**config.mk**
```make
export PLATFORM = sky130hd
export DESIGN_NAME = xpt_fabric
export DESIGN_NICKNAME = d
export VERILOG_FILES = /design/src/rtl/xpt_pkg.sv /design/src/rtl/xpt_cfg_store.sv /design/src/rtl/xpt_cell_sel.sv /design/src/rtl/xpt_cell_store.sv /design/src/rtl/xpt_fabric.sv
export SDC_FILE = /design/constraint.sdc
export NUM_CORES = 1
export LEC_CHECK = 0
export ABC_AREA = 1
export BUFFER_PORTS_ARGS = -buffer_cell sky130_fd_sc_hd__buf_2
export CORE_AREA = 2 2 213 152
export CTS_CLUSTER_SIZE = 16
export DETAILED_ROUTE_END_ITERATION = 6
export DIE_AREA = 0 0 215 154
export MAX_ROUTING_LAYER = met4
export PLACE_DENSITY = 0.95
export SLEW_MARGIN = 15
export SYNTH_ARGS = -nofsm -noshare
export SYNTH_HDL_FRONTEND = slang
export SYNTH_SLANG_ARGS = --single-unit
```
**constraint.sdc**
```tcl
create_clock -name clk -period 5.3 [get_ports clk]
set_input_delay 1.325 -clock clk [delete_from_list [all_inputs] [get_ports clk]]
set_output_delay 1.325 -clock clk [all_outputs]
set_load 0.005 [all_outputs]
```
**src/rtl/xpt_pkg.sv**
```systemverilog
package xpt_pkg;

    parameter int GROUP_PINS = 4;
    localparam int NUM_GROUPS = 4;
    localparam int XPT_PINS = NUM_GROUPS * GROUP_PINS;
    localparam int GSEL_W = $clog2(GROUP_PINS);
    localparam int PSEL_W = $clog2(XPT_PINS);

    typedef enum logic [2:0] {
        MODE_OFF      = 3'd0,
        MODE_DIRECT   = 3'd1,
        MODE_REG      = 3'd2,
        MODE_LATCH    = 3'd3,
        MODE_FORCE_LO = 3'd4,
        MODE_FORCE_HI = 3'd5
    } xpt_mode_e;

    typedef struct packed {
        xpt_mode_e                             mode;
        logic                                  expand;
        logic                                  pol_oe;
        logic                                  pol_clk;
        logic                                  pol_ce;
        logic                                  pol_s1;
        logic                                  pol_s0;
        logic [PSEL_W-1:0]                     oe_src;
        logic [PSEL_W-1:0]                     clk_src;
        logic [PSEL_W-1:0]                     ce_src;
        logic [PSEL_W-1:0]                     s1_src;
        logic [PSEL_W-1:0]                     s0_src;
        logic [NUM_GROUPS-1:0][GSEL_W-1:0]     dsrc;
    } xpt_cfg_t;

    localparam int CFG_W = $bits(xpt_cfg_t);

    typedef struct packed {
        logic       oe;
        logic       clk;
        logic       ce;
        logic [1:0] sel;
    } xpt_ctl_t;

    function automatic logic routed_ctl(input logic [XPT_PINS-1:0] pins,
                                        input logic [PSEL_W-1:0] src,
                                        input logic inv);
        return pins[src] ^ inv;
    endfunction

endpackage

```
**src/rtl/xpt_cfg_store.sv**
```systemverilog
module xpt_cfg_store
    import xpt_pkg::*;
#(
    parameter int NUM_CELLS = 8,
    localparam int CAW = $clog2(NUM_CELLS)
) (
    input  logic                      clk,
    input  logic                      rst,
    input  logic                      we,
    input  logic [CAW-1:0]            addr,
    input  xpt_cfg_t                  wdata,
    output xpt_cfg_t [NUM_CELLS-1:0]  cfg_q
);

    for (genvar i = 0; i < NUM_CELLS; i++) begin : g_word
        always_ff @(posedge clk) begin
            if (rst) begin
                cfg_q[i] <= '0;
            end else if (we && addr == CAW'(i)) begin
                cfg_q[i] <= wdata;
            end
        end

        assert_cfg_load_R1: assert property (@(posedge clk) disable iff (rst)
            (we && addr == CAW'(i)) |=> (cfg_q[i] == $past(wdata)));

        assert_reset_off_R2: assert property (@(posedge clk)
            rst |=> (cfg_q[i].mode == MODE_OFF));
    end

endmodule

```
**src/rtl/xpt_cell_sel.sv**
```systemverilog
module xpt_cell_sel
    import xpt_pkg::*;
(
    input  logic [XPT_PINS-1:0] pins,
    input  xpt_cfg_t            cfg,
    output xpt_ctl_t            ctl,
    output logic                raw
);

    logic [NUM_GROUPS-1:0][GROUP_PINS-1:0] grp;
    logic [NUM_GROUPS-1:0]                 cand;

    assign grp = pins;

    for (genvar g = 0; g < NUM_GROUPS; g++) begin : g_cand
        assign cand[g] = grp[g][cfg.dsrc[g]];
    end

    always_comb begin
        ctl.oe     = routed_ctl(pins, cfg.oe_src,  cfg.pol_oe);
        ctl.clk    = routed_ctl(pins, cfg.clk_src, cfg.pol_clk);
        ctl.ce     = routed_ctl(pins, cfg.ce_src,  cfg.pol_ce);
        ctl.sel[1] = routed_ctl(pins, cfg.s1_src,  cfg.pol_s1);
        ctl.sel[0] = routed_ctl(pins, cfg.s0_src,  cfg.pol_s0);
    end

    assign raw = cand[ctl.sel];

endmodule

```
**src/rtl/xpt_cell_store.sv**
```systemverilog
module xpt_cell_store
    import xpt_pkg::*;
(
    input  logic      clk,
    input  logic      rst,
    input  xpt_mode_e mode,
    input  xpt_ctl_t  ctl,
    input  logic      din,
    output logic      out_data,
    output logic      out_en
);

    logic prev_clk;
    logic held;
    logic upd;
    logic open_gate;

    assign open_gate = ctl.clk & ctl.ce;

    always_comb begin
        case (mode)
            MODE_REG:   upd = ctl.clk & ~prev_clk & ctl.ce;
            MODE_LATCH: upd = open_gate;
            default:    upd = 1'b0;
        endcase
    end

    always_ff @(posedge clk) begin
        if (rst) begin
            prev_clk <= 1'b0;
            held     <= 1'b0;
        end else begin
            prev_clk <= ctl.clk;
            if (upd) begin
                held <= din;
            end
        end
    end

    always_comb begin
        out_en   = 1'b0;
        out_data = 1'b0;
        case (mode)
            MODE_DIRECT: begin
                out_en   = ctl.oe;
                out_data = ctl.oe & din;
            end
            MODE_REG: begin
                out_en   = ctl.oe;
                out_data = ctl.oe & held;
            end
            MODE_LATCH: begin
                out_en   = ctl.oe;
                out_data = ctl.oe & (open_gate ? din : held);
            end
            MODE_FORCE_LO: begin
                out_en   = 1'b1;
                out_data = 1'b0;
            end
            MODE_FORCE_HI: begin
                out_en   = 1'b1;
                out_data = 1'b1;
            end
            default: begin
                out_en   = 1'b0;
                out_data = 1'b0;
            end
        endcase
    end

    assert_oe_gate_R5: assert property (@(posedge clk) disable iff (rst)
        ((mode == MODE_DIRECT || mode == MODE_REG || mode == MODE_LATCH) && !ctl.oe)
            |-> (!out_en && !out_data));

    assert_reg_capture_R7: assert property (@(posedge clk) disable iff (rst)
        (mode == MODE_REG && ctl.clk && !prev_clk && ctl.ce) |=> (held == $past(din)));

    assert_ce_hold_R8: assert property (@(posedge clk) disable iff (rst)
        !ctl.ce |=> $stable(held));

    assert_latch_hold_R9: assert property (@(posedge clk) disable iff (rst)
        (mode == MODE_LATCH && !ctl.clk) |=> $stable(held));

    assert_force_hi_R10: assert property (@(posedge clk) disable iff (rst)
        (mode == MODE_FORCE_HI) |-> (out_en && out_data));

    assert_off_quiet_R12: assert property (@(posedge clk) disable iff (rst)
        (mode == MODE_OFF) |-> (!out_en && !out_data));

endmodule

```
**src/rtl/xpt_fabric.sv**
```systemverilog
module xpt_fabric
    import xpt_pkg::*;
#(
    parameter int NUM_CELLS = 8,
    localparam int CAW = $clog2(NUM_CELLS),
    localparam int NUM_QUADS = NUM_CELLS / 4
) (
    input  logic                  clk,
    input  logic                  rst,
    input  logic                  cfg_we,
    input  logic [CAW-1:0]        cfg_addr,
    input  logic [CFG_W-1:0]      cfg_wdata,
    input  logic [XPT_PINS-1:0]   pin_in,
    output logic [NUM_CELLS-1:0]  out_data,
    output logic [NUM_CELLS-1:0]  out_en
);

    xpt_cfg_t [NUM_CELLS-1:0] cfg_q;
    xpt_ctl_t [NUM_CELLS-1:0] ctl;
    logic     [NUM_CELLS-1:0] raw;
    logic     [NUM_CELLS-1:0] chosen;

    xpt_cfg_store #(.NUM_CELLS(NUM_CELLS)) cfg_i (
        .clk   (clk),
        .rst   (rst),
        .we    (cfg_we),
        .addr  (cfg_addr),
        .wdata (xpt_cfg_t'(cfg_wdata)),
        .cfg_q (cfg_q)
    );

    for (genvar i = 0; i < NUM_CELLS; i++) begin : g_cell
        localparam int BASE = (i / 4) * 4;
        logic [3:0] quad;

        xpt_cell_sel sel_i (
            .pins (pin_in),
            .cfg  (cfg_q[i]),
            .ctl  (ctl[i]),
            .raw  (raw[i])
        );

        assign quad      = raw[BASE +: 4];
        assign chosen[i] = cfg_q[i].expand ? quad[ctl[i].sel] : raw[i];

        xpt_cell_store store_i (
            .clk      (clk),
            .rst      (rst),
            .mode     (cfg_q[i].mode),
            .ctl      (ctl[i]),
            .din      (chosen[i]),
            .out_data (out_data[i]),
            .out_en   (out_en[i])
        );
    end

    initial begin
        assert_quad_multiple_R11: assert (NUM_CELLS % 4 == 0 && NUM_QUADS > 0);
    end

endmodule

```
==> results.txt, run 1 <==
The logs give 30900 µm² for the area of the placeable core and 1.08 for the final weighted congestion in routability-driven placement. The worst register-to-register path begins at cfg_i.cfg_q[119]. Die boundary width: 215 µm. The area growth from synthesis to layout is 3.43%.

Setup repair after global routing left no endpoint under its margin. The critical path is of the in -> out type. The number of hold violations in the final report was 0.

TritonCTS built the clock tree. The wire-length estimate of the detail-placed layout is 45.4 mm. For the final routed database, the setup TNS stands at 0 ns. The worst flop-to-flop path endpoint was g_cell[2].store_i.held. The tools report the reported max-cap violation count as 0. For the final worst slack, the log shows 0.103 ns. The logs give 0 for the final count of pins violating max slew and 2.67 ns for the register-to-register setup slack. The post-CTS setup-driven buffer insertion count was 0; the endpoint arrival time on the critical path was 3.87 ns. The run gives 54 as the standard-cell row count.

The count of flip-flops with a built-in enable after synthesis is 0. In this run the worst setup path begins at pin_in[14]. In this run the worst setup path terminates at out_data[7]. The floorplan step set the die height to 154 µm. For this design, the CTS-stage hold fixing added 0 buffers. The logs give 7.61 nW for the static leakage power and 312 for the sink count of the clock tree.

Dividing the detail-routed via count by the number of cells gives 6.51. For the pin with the worst max-slew slack, the measured transition is 1.20 ns. For this run, the slowest stage of the critical path takes 0.34 ns.

The routed layout has 22398 vias. Derived from the worst setup path, the maximum achievable clock frequency is 0.192 GHz. The diode insertion count for antenna repair was 0; the number of optimization iterations in the first detailed-route pass was 6. The initial antenna violation count is 0, and the async set or reset register ratio after synthesis is 0%.

The maximum number of pins on one net before global-route repair is 149, and the final number of setup-violating endpoints is 0. The number of design-rule violations left by the first detailed-router iteration was 3726; the total number of yosys warnings was 0. The tightest min-delay check is of the reg -> reg type. STA classifies the critical path endpoint as an output port.

The post-synthesis net count was 3207; the portion of the clock cycle consumed by the worst path in the final layout was 98.1%. The logs give 109 mm for the global-route wire length before repair and 0.266 ns for the worst slack after detailed placement. The most instantiated flip-flop cell in the synthesis netlist was dfxtp_1. After clock tree synthesis, the clock-pin slew on the worst setup and hold paths is 0.06 ns. For this run, the post-layout net count is 3064. The worst ir drop on vdd is 0.000249 V, and the share of post-route cells with drive strength above 1 is 7.38%.

The run finished with clean final reports. The number of global-route vias before repair was 20464. The critical path goes through buf_2 -> buf_4 -> buf_4 -> o21ai_0 -> a21oi_1 -> o21ai_0 -> o21ai_1 -> xor2_1 -> nand2_1 -> o21ai_0 -> nand3_1 -> nand2_1 -> nand2_1 -> buf_2.

Summed over all layers, the global routing overflow is 0. At the later pin of the worst-skew pair, clock insertion delay measures 0.59 ns. Gates resized during post-CTS repair numbered 0. Once detail routing completed, the nets flagged for antenna violations numbered 0.

The logs give 44 for the count of distinct cell types in the synthesized netlist and 20000 µm² for the post-synth design cell area. In this run the mean area of a mapped cell was 6.35 µm². Wires add up to 70.5 mm. Number of H-tree levels: 1. At the end of the flow the core is filled with cells to 66.8%. Of all nets on the critical path, the largest fanout is 18.

After detailed routing, the average wire length per cell comes to 20.5 µm. For the starting utilization of the core area, the log shows 64.6%. The clock passes through at most 3 buffers. Pin placement for this block handled 75 I/O pins. The worst endpoint required time is 3.97 ns.

The number of standard cells after synthesis was 3148; the worst reg-to-reg path cell count was 14. Power per cell area: 277 nW/µm². The run gives 31.2% as the post-synthesis sequential area ratio. Counting the buffers created by CTS gives 31.

Sort of element at the start of the critical path: a primary input. For the overall routing resource usage, the log shows 42.2%. The clock tree root driver cell was clkbuf_16.

The largest individual stage delay along the critical path comes from the cell o21ai_1. The tightest hold path in the finished design has a slack of 0.477 ns. The die covers 33100 µm².

The maximum clock skew at final layout is 0.0174 ns, and the register bit count reported by yosys is 312. In this run the tool buffered the top-level ports with 74 buffer cells. The headroom to the max-slew limit was 20.3%; the final period demand of the worst path was 5.20 ns. The remaining routing DRC violations came out at 0.
## power breakdown
group,switching [mW],internal [mW]
registers,0.0801,2.42
clock network,0.981,1.17
logic,0.758,0.312
total,1.82,3.90
## cell usage in the layout, fill, tap and decap left out, drive strengths merged, types with 46 or more instances in the layout
cell,instances
a21oi,407
a211oi,166
nor2,265
nand3,308
nand2,716
o21ai,260
clkbuf,46
dfxtp,312
buf,120
o211ai,83
inv,238
## routing by layer
| metal | GRT usage (%) | up-vias | share of wire (%) |
|---|---|---|---|
| met4 | 25.5 | 0 | 7.0 |
| met5 | - | - | 0 |
| met2 | 60.4 | 1704 | 40 |
| met1 | 52.7 | 9939 | 37 |
| li1 | - | 10317 | - |
| met3 | 12.3 | 438 | 16 |
## critical path: cells and delay by family
family / cells / cell delay [ns]
simple gates: 4 / 0.41
buf+inv: 4 / 0.86
xor+xnor: 1 / 0.31
compound gates: 5 / 0.95
## cells by family (layout without fill, tap and decap cells)
logic type / after synthesis / in the layout / synth area share, %
AOI/OAI and AO/OA: 955 / 955 / 27.6
xor gates and xnor gates: 17 / 17 / 0.783
buffers and inverters: 535 / 410 / 12.4
DFF: 312 / 312 / 31.2
muxes: 2 / 2 / 0.100
and+or+nand+nor: 1327 / 1327 / 27.9
## state kept, by name, summed over array words and instances, names as in the netlist
name / flops
g_cell.store_i.held: 8
cfg_i.cfg_q: 296
g_cell.store_i.prev_clk: 8
## metrics by stage
step,std cells,power [mW],cell area (µm²)
after global routing,3443,5.88,20700
after floorplan,3148,3.25,20000
final,3443,5.72,20700
after detailed placement,3392,3.55,19700
after CTS,3443,5.64,20700
after global placement,3392,3.52,19700
## layout make-up
class / instances / area [µm²]
clock buffers: 46 / 912
clock inverters: 5 / 25.0
fillers: 2715 / 10300
inverters: 239 / 902
multi-input cells: 2301 / 11300
flip-flops and latches: 312 / 6250
well taps: 420 / 526
repair buffers: 120 / 788
## how the worst min path moves through the flow
| stage | from | to | slack [ns] | depth (start not counted) |
|---|---|---|---|---|
| after floorplan | cfg_i.cfg_q[60] | cfg_i.cfg_q[60] | 0.45 | 2 |
| after global placement | cfg_i.cfg_q[38] | cfg_i.cfg_q[38] | 0.46 | 2 |
| after detailed placement | cfg_i.cfg_q[48] | cfg_i.cfg_q[48] | 0.46 | 2 |
| after CTS | cfg_i.cfg_q[48] | cfg_i.cfg_q[48] | 0.47 | 2 |
| after global routing | cfg_i.cfg_q[48] | cfg_i.cfg_q[48] | 0.48 | 2 |
| final | cfg_i.cfg_q[180] | cfg_i.cfg_q[180] | 0.48 | 2 |
## Yosys cell counts (all sizes together) (2+ instances only)
master | number | area (µm²)
clkinv | 2 | 7.51
inv | 237 | 895
o21ai | 260 | 1310
nand4 | 2 | 12.5
mux2i | 2 | 20.0
a21boi | 3 | 22.5
buf | 140 | 937
o21a | 2 | 15.0
a21oi | 407 | 2050
nor2 | 265 | 997
o21bai | 2 | 15.0
nand3 | 308 | 1600
xor2 | 16 | 148
a31oi | 5 | 31.3
nor3 | 5 | 25.0
o22ai | 14 | 93.8
o31ai | 4 | 30.0
o221ai | 9 | 78.8
nand2 | 716 | 2710
a211oi | 166 | 1250
o211ai | 83 | 623
dfxtp | 312 | 6250
or2 | 3 | 18.8
nand3b | 27 | 203
clkbuf | 156 | 633
(Power assumes the default switching activity.)
==> inputs of run 2 (changes only) <==
--- a/config.mk
+++ b/config.mk
@@ -7,12 +7,12 @@
 export LEC_CHECK = 0
 export ABC_AREA = 1
 export BUFFER_PORTS_ARGS = -buffer_cell sky130_fd_sc_hd__buf_2
-export CORE_AREA = 2 2 213 152
+export CORE_AREA = 2 2 186 188
 export CTS_CLUSTER_SIZE = 16
 export DETAILED_ROUTE_END_ITERATION = 6
-export DIE_AREA = 0 0 215 154
+export DIE_AREA = 0 0 188 190
 export MAX_ROUTING_LAYER = met4
-export PLACE_DENSITY = 0.95
+export PLACE_DENSITY = 0.89
 export SLEW_MARGIN = 15
 export SYNTH_ARGS = -nofsm -noshare
 export SYNTH_HDL_FRONTEND = slang
==> constraint.sdc (replaced) <==
create_clock -name clk -period 5.3 [get_ports clk]
set_input_delay 1.06 -clock clk [delete_from_list [all_inputs] [get_ports clk]]
set_output_delay 1.06 -clock clk [all_outputs]
set_load 0.005 [all_outputs]
==> run 2 against run 1 <==
Compared with the run above:
- power rose by 7.1%
- critical path depth rose by 3
- cell area rose by 1.1%
- highest routed layer unchanged
- global-route usage fell by 3.2 points
- non-clock buffer count fell by 10
- largest power group is now clock
- routed wire length fell by 0.53%
- sequential power barely moved
- critical endpoint is now out_data[1]
- clock power rose by 20%
==> results.txt, run 2 (synthesis results as in run 1) <==
The slew of the pin with the lowest slew margin came out at 1.17 ns (-0.0276 ns). The top cell types in the final layout, fill and taps aside, are nand2_1, a21oi_1, dfxtp_1, nand3_1, nor2_1. The element type at the critical path end was an output port.

The run gives 2 (+1) as the number of H-tree levels. The run gives 0 (unchanged) as the post-CTS setup-driven buffer insertion count. The critical path is of the in -> out type. In this run the worst hold path is classified as reg -> reg. Power per cell area: 293 nW/µm² (+5.9%).

The tree is rooted in a clkbuf_16. The area growth from synthesis to final layout is 4.54%. The number of global-route vias before repair is 20585 (+0.59%), and the fmax is 0.206 GHz (+7.3%). The logs give 39.1% (-3.2 points) for the overall routing resource usage and 0.959 (-11%) for the final weighted congestion in routability-driven placement. The final period demand of the worst path came out at 4.84 ns (-0.352 ns). Worst endpoint required time: 4.24 ns (+0.27 ns). The tools report the number of buffers added by the clock tree synthesis step as 36 (+16%). The count of nets after finishing came out at 3059 (-0.16%). The number of optimization iterations in the first detailed-route pass came out at 6 (unchanged). The initial antenna violation count was 2 (+2); the register area was 6250 µm² (unchanged). Leaving out fill and tap cells, the most frequent cell in the layout is nand2_1. Endpoint arrival time on the critical path: 3.78 ns (-0.09 ns).

The final number of setup-violating endpoints came out at 0 (unchanged). The register-to-register setup slack came out at 2.83 ns (+0.16 ns). The run gives 0 (unchanged) as the reported max-cap violation count. For the static leakage power, the log shows 7.69 nW (+1.0%). The logs give 75 (unchanged) for the count of boundary I/O pins and 8.81 mm (-22%) for the routed length on met3. The tools report the routed length on met1 as 25.3 mm (-2.6%). The clock-pin slew on the worst setup and hold paths came out at 0.06 ns (about the same). The tools report the sink count of the clock tree as 312 (unchanged).

The global-route wire length before repair is 108 mm (-1.0%), and the standard-cell row count is 68 (+26%). The largest registers in the layout are cfg_i.cfg_q x296, g_cell.store_i.held x8, g_cell.store_i.prev_clk x8. Post-placement cell area: 19700 µm² (-0.27%).

The post-cts sizing count is 0 (unchanged). Total number of vias: 22261 (-0.61%). The area of the placeable core is 33900 µm² (+9.7%).

The number of vias per cell after detailed routing was 6.39 (-1.7%); the maximum buffer depth of the clock tree was 3 (unchanged). The final wirelength came out at 70.1 mm (-0.53%). In this run the critical register-to-register path is launched from cfg_i.cfg_q[230]. The flip-flop count of the largest register, all copies and words added works out to 296 (unchanged). Counting flops per register, the top entry is cfg_i.cfg_q. The largest fanout on the critical path came out at 29 (+11).

The tools report the met2 wirelength from detailed routing as 30.2 mm (+7.1%). Tracing the worst setup path back leads to its startpoint at pin_in[7]. Highest routed metal layer: met4. The tools report the maximum clock skew at final layout as 0.0127 ns (-0.00470 ns). The remaining routing DRC violations was 0 (unchanged); the worst reg-to-reg path cell count was 16 (+2). The run gives 35700 µm² (+7.9%) as the die outline area. The run gives 0.53 ns (-0.06 ns) as the latest clock arrival within the worst-skew pair. The flow ran to the end, and the final reports show no timing, DRC or antenna violations.

The multi-input logic area came out at 11300 µm² (about the same). The starting utilization of the core area was 58.9% (-5.7 points). TritonCTS built the clock tree.

The die height is 190 µm (+23%). The worst setup path is launched from a primary input. The logs give 0 ns (unchanged) for the total negative slack and 2969 (-20%) for the number of design-rule violations left by the first detailed-router iteration. For the number of fill cells, the log shows 3013 (+11%). The per-cell routed wire length came out at 20.1 µm (-1.6%). The tools report the worst flop-to-flop path endpoint as g_cell[5].store_i.held. The remaining antenna violation count came out at 0 (unchanged). The tools report the maximum number of pins on one net before global-route repair as 136 (-8.7%). The half-perimeter wire length after detailed placement is 44.0 mm (-3.1%), and the final count of pins violating max slew is 0 (unchanged).

Die boundary width: 188 µm (-13%). The count of hold-fix buffers inserted at cts is 0 (unchanged). The number of hold violations in the final report came out at 0 (unchanged). The portion of the clock cycle consumed by the worst path in the final layout works out to 91.4% (-6.6 points). Final global-route overflow total: 0 (unchanged). Setup repair after global routing left no endpoint under its margin. The run gives 20900 µm² (+1.1%) as the post-route cell area. The share of post-route cells with drive strength above 1 was 7.47% (+0.094 points). The quantity of I/O buffers inserted on ports is 74 (unchanged). The tools report the total chip power as 6.13 mW (+7.1%). The worst ir drop on vdd came out at 0.000280 V (+13%). The critical path ends at out_data[1]. For the headroom to the max-slew limit, the log shows 22.0% (+1.7 points).
run 2: changes by cell type in the layout (fill, tap and decap cells not counted), sizes merged:
cell,previous run,this run
buf,120,110
clkbuf,46,53
bufinv,0,3
diode,0,2
inv,238,240
run 2: final cells by class:
cell class                 count  share of cell area, %
timing repair buffer         110                   3.29
multi-input combinational   2301                   54.0
sequential                   312                   29.9
inverter                     239                   4.32
clock buffer                  53                   5.15
tap                          455                   2.72
antenna                        2                 0.0240
clock inverter                10                  0.635
run 2: critical path, stage by stage:
cell and delay, ns:
buf_2 0.21, inv_2 0.63, buf_4 0.34, nand2_1 0.07, o211ai_1 0.10, nand3_1 0.10, o211ai_1 0.09, nand2_1 0.08
xor2_1 0.43, inv_1 0.13, nand2_1 0.12, nand2_1 0.06, nand2_1 0.05, a21oi_1 0.06, nand2_1 0.07, nand2_1 0.05
buf_2 0.12
run 2: routing by layer:
layer	vias up	global-route usage, %
met3	414	7.67
met4	0	30.0
met5	-	-
met2	1558	59.9
met1	9946	45.2
li1	10343	-
run 2: per-stage QoR:
step           cells  hold slack (ns)  utilization, %  worst slack, ns
2_1_floorplan   3148            0.447               -             1.69
3_3_place_gp    3417            0.456            58.0            0.671
3_5_place_dp    3417            0.467            58.0            0.632
4_1_cts         3480            0.474            61.5            0.600
5_1_grt         3482            0.495            61.6            0.298
6_report        3482            0.474            61.6            0.455
run 2: power by group:
part           internal [mW]  switching [mW]  leakage (nW)  total, mW
registers               2.42          0.0800          2.53       2.50
clock network           1.55            1.03         0.600       2.58
logic                  0.303           0.740          4.56       1.04
run 2: how the worst min path moves through the flow:
stage                           from  cells past startpoint                to  slack, ns
floorplan            cfg_i.cfg_q[60]                      2   cfg_i.cfg_q[60]       0.45
global placement    cfg_i.cfg_q[288]                      2  cfg_i.cfg_q[288]       0.46
detailed placement  cfg_i.cfg_q[192]                      2  cfg_i.cfg_q[192]       0.47
CTS                  cfg_i.cfg_q[48]                      2   cfg_i.cfg_q[48]       0.47
global route         cfg_i.cfg_q[69]                      2   cfg_i.cfg_q[69]       0.50
finish              cfg_i.cfg_q[149]                      2  cfg_i.cfg_q[149]       0.47
